[src/rtl/irt_pkg.sv]
package irt_pkg;
   localparam int CFG_W      = 32;
   localparam int IRQ_LINES  = 16;
   localparam int BIT_NMI    = 16;
   localparam int BIT_INIT   = 17;
   localparam int BIT_EXTSMI = 18;
   localparam int BIT_BM     = 19;
   localparam int LIVE_BITS  = 20;
   localparam logic [CFG_W-1:0] CFG_WRITABLE = (CFG_W'(1) << LIVE_BITS) - CFG_W'(1);

   typedef struct packed {
      logic                 bm;
      logic                 extsmi;
      logic                 init;
      logic                 nmi;
      logic [IRQ_LINES-1:0] irq;
   } reload_en_t;

   function automatic reload_en_t decode_cfg(input logic [CFG_W-1:0] r);
      reload_en_t e;
      e.irq    = r[IRQ_LINES-1:0];
      e.nmi    = r[BIT_NMI];
      e.init   = r[BIT_INIT];
      e.extsmi = r[BIT_EXTSMI];
      e.bm     = r[BIT_BM];
      return e;
   endfunction
endpackage

[src/rtl/irt_cfg_reg.sv]
module irt_cfg_reg
   import irt_pkg::*;
(
   input  logic             clk,
   input  logic             rst_n,
   input  logic             we,
   input  logic [CFG_W-1:0] wdata,
   output logic [CFG_W-1:0] rdata,
   output reload_en_t       en
);
   logic [CFG_W-1:0] cfg_q;

   always_ff @(posedge clk) begin
      if (!rst_n)
         cfg_q <= '0;
      else if (we)
         cfg_q <= wdata & CFG_WRITABLE;
   end

   assign rdata = cfg_q;
   assign en    = decode_cfg(cfg_q);
endmodule

[src/rtl/irt_sync.sv]
module irt_sync #(
   parameter int W      = 1,
   parameter int STAGES = 2
) (
   input  logic         clk,
   input  logic         rst_n,
   input  logic [W-1:0] d,
   output logic [W-1:0] q
);
   generate
      if (STAGES < 2) begin : g_bad_stages
         $error("irt_sync: STAGES must be at least 2");
      end
   endgenerate

   logic [W-1:0] stg [STAGES];

   always_ff @(posedge clk) begin
      if (!rst_n) begin
         for (int i = 0; i < STAGES; i++) stg[i] <= '0;
      end else begin
         stg[0] <= d;
         for (int i = 1; i < STAGES; i++) stg[i] <= stg[i-1];
      end
   end

   assign q = stg[STAGES-1];
endmodule

[src/rtl/irt_event_detect.sv]
module irt_event_detect
   import irt_pkg::*;
#(
   parameter int SYNC_STAGES = 2,
   parameter int CTRL_SLOT   = 2
) (
   input  logic                 clk,
   input  logic                 rst_n,
   input  reload_en_t           en,
   input  logic [IRQ_LINES-1:0] irq_in,
   input  logic                 pic_int,
   input  logic                 apic_int,
   input  logic                 apic_mode,
   input  logic                 nmi_in,
   input  logic                 init_in,
   input  logic                 bm_event,
   input  logic                 extsmi_sts,
   output logic                 reload_req
);
   localparam int NSRC = IRQ_LINES + 2;
   localparam int S_NMI  = IRQ_LINES;
   localparam int S_INIT = IRQ_LINES + 1;

   generate
      if (CTRL_SLOT < 0 || CTRL_SLOT >= IRQ_LINES) begin : g_bad_slot
         $error("irt_event_detect: CTRL_SLOT out of range");
      end
   endgenerate

   logic                 ctrl_int;
   logic [NSRC-1:0]      raw;
   logic [NSRC-1:0]      synced;
   logic [NSRC-1:0]      prev_q;
   logic [IRQ_LINES-1:0] irq_hit;
   logic                 nmi_hit, init_hit, bm_hit, smi_hold;

   assign ctrl_int = apic_mode ? apic_int : pic_int;

   always_comb begin
      raw                   = {init_in, nmi_in, irq_in};
      raw[CTRL_SLOT]        = ctrl_int;
   end

   irt_sync #(.W(NSRC), .STAGES(SYNC_STAGES)) u_sync (
      .clk   (clk),
      .rst_n (rst_n),
      .d     (raw),
      .q     (synced)
   );

   always_ff @(posedge clk) begin
      if (!rst_n) prev_q <= '0;
      else        prev_q <= synced;
   end

   genvar g;
   generate
      for (g = 0; g < IRQ_LINES; g++) begin : g_irq
         assign irq_hit[g] = en.irq[g] & (synced[g] ^ prev_q[g]);
      end
   endgenerate

   assign nmi_hit  = en.nmi  & synced[S_NMI]  & ~prev_q[S_NMI];
   assign init_hit = en.init & synced[S_INIT] & ~prev_q[S_INIT];
   assign bm_hit   = en.bm & bm_event;
   assign smi_hold = en.extsmi & extsmi_sts;

   assign reload_req = (|irq_hit) | nmi_hit | init_hit | bm_hit | smi_hold;
endmodule

[src/rtl/irt_countdown.sv]
module irt_countdown #(
   parameter int CNT_W = 16
) (
   input  logic             clk,
   input  logic             rst_n,
   input  logic             reload_we,
   input  logic [CNT_W-1:0] reload_val,
   input  logic             tick,
   input  logic             reload_req,
   output logic [CNT_W-1:0] count,
   output logic             expired,
   output logic [CNT_W-1:0] start_q
);
   generate
      if (CNT_W < 2) begin : g_bad_width
         $error("irt_countdown: CNT_W must be at least 2");
      end
   endgenerate

   localparam logic [CNT_W-1:0] ONE = CNT_W'(1);

   logic [CNT_W-1:0] cnt_q;
   logic             exp_q;

   always_ff @(posedge clk) begin
      if (!rst_n)         start_q <= '0;
      else if (reload_we) start_q <= reload_val;
   end

   always_ff @(posedge clk) begin
      if (!rst_n) begin
         cnt_q <= '0;
         exp_q <= 1'b0;
      end else if (reload_req) begin
         cnt_q <= start_q;
         exp_q <= 1'b0;
      end else if (tick && cnt_q != '0) begin
         cnt_q <= cnt_q - ONE;
         if (cnt_q == ONE) exp_q <= 1'b1;
      end
   end

   assign count   = cnt_q;
   assign expired = exp_q;
endmodule

[src/rtl/idle_reload_timer.sv]
module idle_reload_timer
   import irt_pkg::*;
#(
   parameter int CNT_W       = 16,
   parameter int SYNC_STAGES = 2,
   parameter int CTRL_SLOT   = 2
) (
   input  logic             clk,
   input  logic             rst_n,
   input  logic             cfg_we,
   input  logic [31:0]      cfg_wdata,
   output logic [31:0]      cfg_rdata,
   input  logic             reload_we,
   input  logic [CNT_W-1:0] reload_val,
   input  logic [15:0]      irq_in,
   input  logic             pic_int,
   input  logic             apic_int,
   input  logic             apic_mode,
   input  logic             nmi_in,
   input  logic             init_in,
   input  logic             bm_event,
   input  logic             extsmi_sts,
   input  logic             tick,
   output logic [CNT_W-1:0] count,
   output logic             expired
);
   reload_en_t       en;
   logic             reload_req;
   logic [CNT_W-1:0] start_q;

   irt_cfg_reg u_cfg (
      .clk   (clk),
      .rst_n (rst_n),
      .we    (cfg_we),
      .wdata (cfg_wdata),
      .rdata (cfg_rdata),
      .en    (en)
   );

   irt_event_detect #(.SYNC_STAGES(SYNC_STAGES), .CTRL_SLOT(CTRL_SLOT)) u_evt (
      .clk        (clk),
      .rst_n      (rst_n),
      .en         (en),
      .irq_in     (irq_in),
      .pic_int    (pic_int),
      .apic_int   (apic_int),
      .apic_mode  (apic_mode),
      .nmi_in     (nmi_in),
      .init_in    (init_in),
      .bm_event   (bm_event),
      .extsmi_sts (extsmi_sts),
      .reload_req (reload_req)
   );

   irt_countdown #(.CNT_W(CNT_W)) u_cnt (
      .clk        (clk),
      .rst_n      (rst_n),
      .reload_we  (reload_we),
      .reload_val (reload_val),
      .tick       (tick),
      .reload_req (reload_req),
      .count      (count),
      .expired    (expired),
      .start_q    (start_q)
   );
endmodule

[config.mk]
export PLATFORM = sky130hd
export DESIGN_NAME = idle_reload_timer
export DESIGN_NICKNAME = d
export VERILOG_FILES = /design/src/rtl/irt_pkg.sv /design/src/rtl/irt_cfg_reg.sv /design/src/rtl/irt_sync.sv /design/src/rtl/irt_event_detect.sv /design/src/rtl/irt_countdown.sv /design/src/rtl/idle_reload_timer.sv
export SDC_FILE = /design/constraint.sdc
export NUM_CORES = 1
export LEC_CHECK = 0
export ABC_CLOCK_PERIOD_IN_PS = 3100
export BUFFER_PORTS_ARGS = -buffer_cell sky130_fd_sc_hd__buf_2
export CORE_MARGIN = 4
export CORE_UTILIZATION = 30
export CTS_BUF_LIST = sky130_fd_sc_hd__clkbuf_8 sky130_fd_sc_hd__clkbuf_16
export CTS_CLUSTER_DIAMETER = 150
export DETAILED_ROUTE_END_ITERATION = 16
export PLACE_DENSITY = 0.59
export SKIP_LAST_GASP = 1
export SLEW_MARGIN = 20
export SYNTH_ARGS = -nofsm -noshare
export SYNTH_HDL_FRONTEND = slang
export SYNTH_SLANG_ARGS = --single-unit
[constraint.sdc]
create_clock -name clk -period 3.1 [get_ports clk]
set_clock_uncertainty 0.1 [all_clocks]
set_input_delay 0.155 -clock clk [delete_from_list [all_inputs] [get_ports clk]]
set_output_delay 0.155 -clock clk [all_outputs]
set_load 0.01 [all_outputs]
# == Yosys cells after proc, flatten, opt, wreduce, memory -nomap -nowiden ==
# Memory sizes are Yosys's and may differ from the RTL's.
# Cells that the tools add are included.
# classes
eq_ne,1
addsub,1
bitwise_logic,47
muxes,7
n_reduce_logical,6
# op_table
op,count
$mux 18,2
$mux 16,2
$and 1x1->1,22
$eq 16x1->1 const B,1
$reduce_bool 16->1,1
$reduce_or 16->1,1
$sub 16x1->16 const B,1
$xor 1x1->1,16
$or 1x1->1,6
$mux 1,3
$not 1->1,3
$reduce_and 2->1,1
$reduce_bool 2->1,1
$reduce_or 2->1,1
$logic_and 1x1->1,1
# word_totals
inputBits,76
register_bits,71
out_inout_bits,49
ram_bits,36
elab_cells,68
memories,1
# mem_list
memory,depth,width,rd,rd_clocked_by_memory_dff,wr,line_no,source
u_evt.u_sync.stg,2,18,2,0,2,irt_sync.sv:16,logic [W-1:0] stg [STAGES];

# == Depth between registers and ports, before layout ==
# An unclocked memory read counts as a cell.
# depth
depth_word,9
ltp_mapped,9
mapped_depth_nobuf,7

# == Modules after synthesis ==
# A second synthesis with hierarchy kept.
# hier_totals
cells_unflattened,435
area_unflattened_um2,4506.8
# modules_own_cells
module,area_each_um2,cells_each,seq_area_each_um2,instances
irt_countdown,1630.3,177,660.6,1
irt_sync,1141.1,93,720.7,1
irt_cfg_reg,999.7,97,400.4,1
irt_event_detect,735.7,68,360.3,1

# == Least setup slack after synthesis ==
# No wires, ideal clock.
# synth_timing
path_type,register -> register
start,register u_cnt.cnt_q[4] (netlist: u_cnt.count[4])
end,register u_cnt.cnt_q[11] (netlist: u_cnt.count[11])
n_path_buf,2
path_stages_with_launch,8
setup_ns,0.119
synth_period_minus_slack_ns,2.332
required_time_ns,2.881
path_slack_ns,0.768
arrival_time_ns,2.112
cell_sequence,dfxtp_1 > or4_1 > buf_2 > or4_1 > buf_2 > o31a_1 > o21ai_1 > mux2i_1
# synth_via
elab_chain_len,3
word_cells_on_any_way,6
classes_between,add/sub: 1; mux: 2; reduce/logical: 3
# synth_rtl
item,line_no,source
from (decl),irt_countdown.sv:22,logic [CNT_W-1:0] cnt_q;
from (signal assigned),irt_countdown.sv:35,cnt_q <= start_q;
from (signal assigned),irt_countdown.sv:38,cnt_q <= cnt_q - ONE;
$sub 16x1->16 or $reduce_bool 16->1 (tied branches),"irt_countdown.sv:38, irt_countdown.sv:37",
$mux 16 or $logic_and 1x1->1 (tied branches),irt_countdown.sv:37,end else if (tick && cnt_q != '0) begin
$mux 16 or $reduce_bool 2->1 (tied branches),-,
# Parallel ways exist; a longest one is shown, timed or not. The select of a mux whose other input is x is not followed.
# A chain may end at the register's enable or synchronous reset.

# == Final worst setup path ==
# layout_timing
start,register u_cnt.cnt_q[0] (netlist: u_cnt.count[0])
end,register u_cnt.cnt_q[12] (netlist: u_cnt.count[12])
# The elaborated chain is that of the path after synthesis.

==> results.md <==
- The run finished with clean final reports.
- The total number of nets in the final design is 637.
- The clock drives 107 sinks.
- The number of clock buffers added by TritonCTS is 9.
- The final design area excluding fillers is 0.00571 mm2.
- The length of routed wiring on met1 is 4.08 mm.
- The minimum clock period after layout is 2.49 ns.
- Setup repair after global routing left no endpoint under its margin.
- The number of buffer cells added on primary ports is 99.
- The effective utilization at floorplan is 30.8%.
- The mapped cell area is 0.00431 mm2.
- By area, the combinational part of the netlist is dominated by simple AND/OR/NAND/NOR gates.
- The static power due to leakage is 2.63 nW.
- The die covers 0.0164 mm2.
- Synthesis instantiated 44 different standard cells from the library.
- Headroom to the max-slew limit came out at 53.9%.
- The antenna cell count is 0.
- In this design, the largest share of critical-path delay is due to simple AND/OR/NAND/NOR gates.
- The final global-route overflow total is 0.
- The number of warnings issued by yosys is 0.
- The net switching share of the total power is 30.0%.
- The critical-path maximum fanout is 7.
- The share of total power in sequential cells is 45.4%.
- For this block, the initial DRC count from the detailed router was 149.
- The die extent in x is 128 um.
- The number of stages on the worst hold path is 5.
- The routed length per placed instance is 12.3 um.
- Routability-driven placement finished with a final weighted congestion of 0.749.
- VDD sags by at most 0.248 mV.
- The average cell area after synthesis is 10.4 um2.
- The root buffer cell chosen for the clock tree is sky130_fd_sc_hd__clkbuf_16.
- The number of search-and-repair iterations in the first detailed-routing pass is 4.
- STA classifies the critical path startpoint as a register.
- The count of max-cap constraint violations is 0.
- The placement-stage cell area is 0.00487 mm2.
- The hold violation count in the final report is 0.
- The maximum clock insertion buffer count is 2.
- After detailed routing, no signal wire sits above met4.
- The number of cells on the worst reg-to-reg path is 7.
- The final sum of negative setup slack is 0 ns.
- The data required time at the worst endpoint is 3.29 ns.
- Detailed routing inserted a total of 3,209 vias.
- The synthesized design contains 0 enable-type register cells.
- The sequential fraction of the synthesis area is 49.7%.
- 125 I/O pins were placed.
- The area share of the largest cell type after synthesis is 49.7%.
- The height of the die is 128 um.
- The DRC violations left is 0.
- The library cell occupying the most area in the post-synthesis netlist is sky130_fd_sc_hd__dfxtp_1.
- The detailed-route vias per instance is 4.32.
- The largest stage delay on the critical path is 0.70 ns.
- After clock tree synthesis, the clock-pin slew on the worst setup and hold paths is 0.07 ns.
- Among all stages on the critical path, the largest delay is contributed by sky130_fd_sc_hd__or4b_2.
- The critical path data arrival time is 2.67 ns.
- The share of the synthesized netlist area taken by xor and xnor gates is 3.45%.
- The portion of total power attributed to combinational logic is 23.0%.
- The amount of wire on met3 after detailed routing is 536 um.
- The post-detailed-route count of antenna-violating nets is 0.
- The wire length of the first global-routing pass is 15.1 mm.
- The measured slew at the worst slew-check pin is 0.686 ns.
- The total area inside the core boundary comes to 0.0140 mm2.
- The share of the clock period used by the worst path after layout is 80.3%.
- The share of layout cells above drive strength 1 is 22.6%.
- After detailed routing, the met2 layer carries 4.26 mm of wire.
- Summing the areas of all compound-gate instances in the mapped netlist gives 6.24% of the synthesized area.
- The share of synthesized cell area in full adder, half adder and majority cells is 0.871%.
- The critical path start-end classification is reg -> reg.
- The filler cells instantiated in the layout total 1,386.
- The CTS tree is done.
- The net load switching power is 1.03 mW.
- For this block, the routed nets add up to 9.16 mm of wire.
- Entering global routing, the biggest net connects 67 pins.
- After synthesis, the cell types taking the most area are sky130_fd_sc_hd__dfxtp_1 (50%), sky130_fd_sc_hd__mux2i_1 (13%), sky130_fd_sc_hd__and2_1 (7.7%).
- In the global route stage, overall resource usage came out at 11.5%.
- The number of global-route vias before repair came to 3,152.
- The top achievable clock speed is 0.402 GHz.
- The HPWL after detailed placement is 6.07 mm.
- The instance count of the mapped netlist is 415.
- Relative to the synthesized area, the layout overhead comes to 32.4%.
- Counting instances in the post-synthesis netlist gives the leading cell types as sky130_fd_sc_hd__dfxtp_1 (107), sky130_fd_sc_hd__mux2i_1 (55), sky130_fd_sc_hd__and2_1 (53).
- The final worst hold slack is 0.153 ns.
- The number of setup violations in the final report is 0.
- For this design the ratio of total power to cell area is 602 mW/mm2.
- The maximum level of the CTS H-tree is 3.
- The clock network is responsible for 31.6% of the overall power.
- In this run the core area contains 43 standard-cell rows.
- The proportion of synthesized area in mux cells is 12.8%.
- The area fraction in and, or, nand and nor cells after synthesis is 21.3%.
- The most used flip-flop cell after synthesis is sky130_fd_sc_hd__dfxtp_1.
- The number of setup buffers added after CTS is 0.
- In this run the worst hold path is classified as in -> reg.
- The critical path depth in cells is 7.
- The register area is 0.00214 mm2.
- The critical path goes through inv_1 -> ha_1 -> or4b_2 -> nor3_1 -> o31a_1 -> o21ai_0 -> mux2i_1.
- The max-slew violation count is 0.
- The worst-skew pair later-pin latency is 0.35 ns.
- The total internal power is 2.40 mW.
- In the final layout, the multi-input gates occupy 0.00197 mm2.
- After synthesis the netlist holds a flip-flop and latch count of 107.
- The endpoint type of the worst setup path is a register.
- In the synthesized netlist the async set-or-reset flop fraction comes to 0%.
- The most common cell in the netlist is sky130_fd_sc_hd__dfxtp_1.
- The number of buffers and inverters on the critical path is 1.
- The initial antenna violation count is 0.
routing by layer:
| layer | vias to the layer above | global-route usage (%) |
|---|---|---|
| li1 | 1672 | - |
| met1 | 1442 | 14.2 |
| met5 | - | 0 |
| met4 | 0 | 6.93 |
| met3 | 19 | 2.92 |
| met2 | 76 | 18.2 |
registers in the layout, summed over array words and instances (netlist names):
signal / count
u_evt.u_sync.stg: 36
u_cfg.rdata: 20
u_evt.prev_q: 18
u_cnt.count: 16
u_cnt.start_q: 16
u_cnt.expired: 1
stage by stage:
| stage | power (mW) | util (%) | worst slack (ns) | cells |
|---|---|---|---|---|
| after floorplan | 2.15 | - | 0.768 | 426 |
| after global placement | 2.32 | 34.8 | 0.675 | 671 |
| after detailed placement | 2.33 | 34.8 | 0.620 | 671 |
| after CTS | 3.50 | 40.8 | 0.593 | 743 |
| after global routing | 3.66 | 40.8 | 0.384 | 743 |
| final | 3.44 | 40.8 | 0.611 | 743 |
worst min-delay path, cell delays in order:
cell                      delay, ns
sky130_fd_sc_hd__buf_2         0.13
sky130_fd_sc_hd__o41ai_2       0.08
sky130_fd_sc_hd__xnor2_1       0.07
sky130_fd_sc_hd__nand2_1       0.06
sky130_fd_sc_hd__mux2i_1       0.06
path summary, 6_finish.rpt:
path | to | from | slack (ns)
max | u_cnt.count[12] | u_cnt.count[0] | 0.61
min | u_cnt.count[0] | tick | 0.15
max reg2reg | u_cnt.count[12] | u_cnt.count[0] | 0.61
min reg2reg | u_evt.u_sync.stg[0][22] | u_evt.u_sync.stg[0][4] | 0.33
cell usage in the layout (no fill, tap or decap), drive strengths merged, types with 2 or more instances in the layout:
| master | n |
|---|---|
| mux2i | 55 |
| nor3 | 7 |
| a22o | 5 |
| nand2 | 25 |
| or4b | 2 |
| o31a | 5 |
| inv | 9 |
| clkbuf | 9 |
| and2 | 53 |
| nor2 | 2 |
| o21a | 6 |
| buf | 103 |
| or4 | 3 |
| a221oi | 3 |
| dlygate4sd3 | 56 |
| ha | 3 |
| or2 | 4 |
| or3 | 5 |
| o21ai | 14 |
| nor4 | 10 |
| dfxtp | 107 |
| xor2 | 16 |
| nor2b | 37 |
| conb | 12 |
layout make-up:
type / instances / share of cell area, %
sequential: 107 / 37.5
timing repair buffer: 159 / 19.0
inverter: 3 / 0.197
multi-input combinational: 278 / 34.5
tap: 180 / 3.94
clock buffer: 9 / 3.94
clock inverter: 7 / 0.898
repair_timing:
| item | 4_1_cts | 5_1_grt |
|---|---|---|
| hold buffers | 56 | 0 |
| gates resized for setup | 0 | 0 |
| endpoints found under the hold margin | 55 | 0 |
logic make-up after synthesis:
logic type | after synthesis
other cells | 1
simple gates | 154
flops | 107
fa+ha+maj | 3
mux | 55
xor+xnor | 17
compound gates | 37
buf+inv | 41
power groups by stage:
stage | Combinational [mW] | Clock [mW] | Sequential (mW)
global placement | 0.735 | 0 | 1.58
global route | 0.890 | 1.19 | 1.57
CTS | 0.803 | 1.14 | 1.56
finish | 0.792 | 1.09 | 1.56
detailed placement | 0.744 | 0 | 1.59
floorplan | 0.556 | 0 | 1.60
No activity file was read; power rests on OpenSTA's default activity.
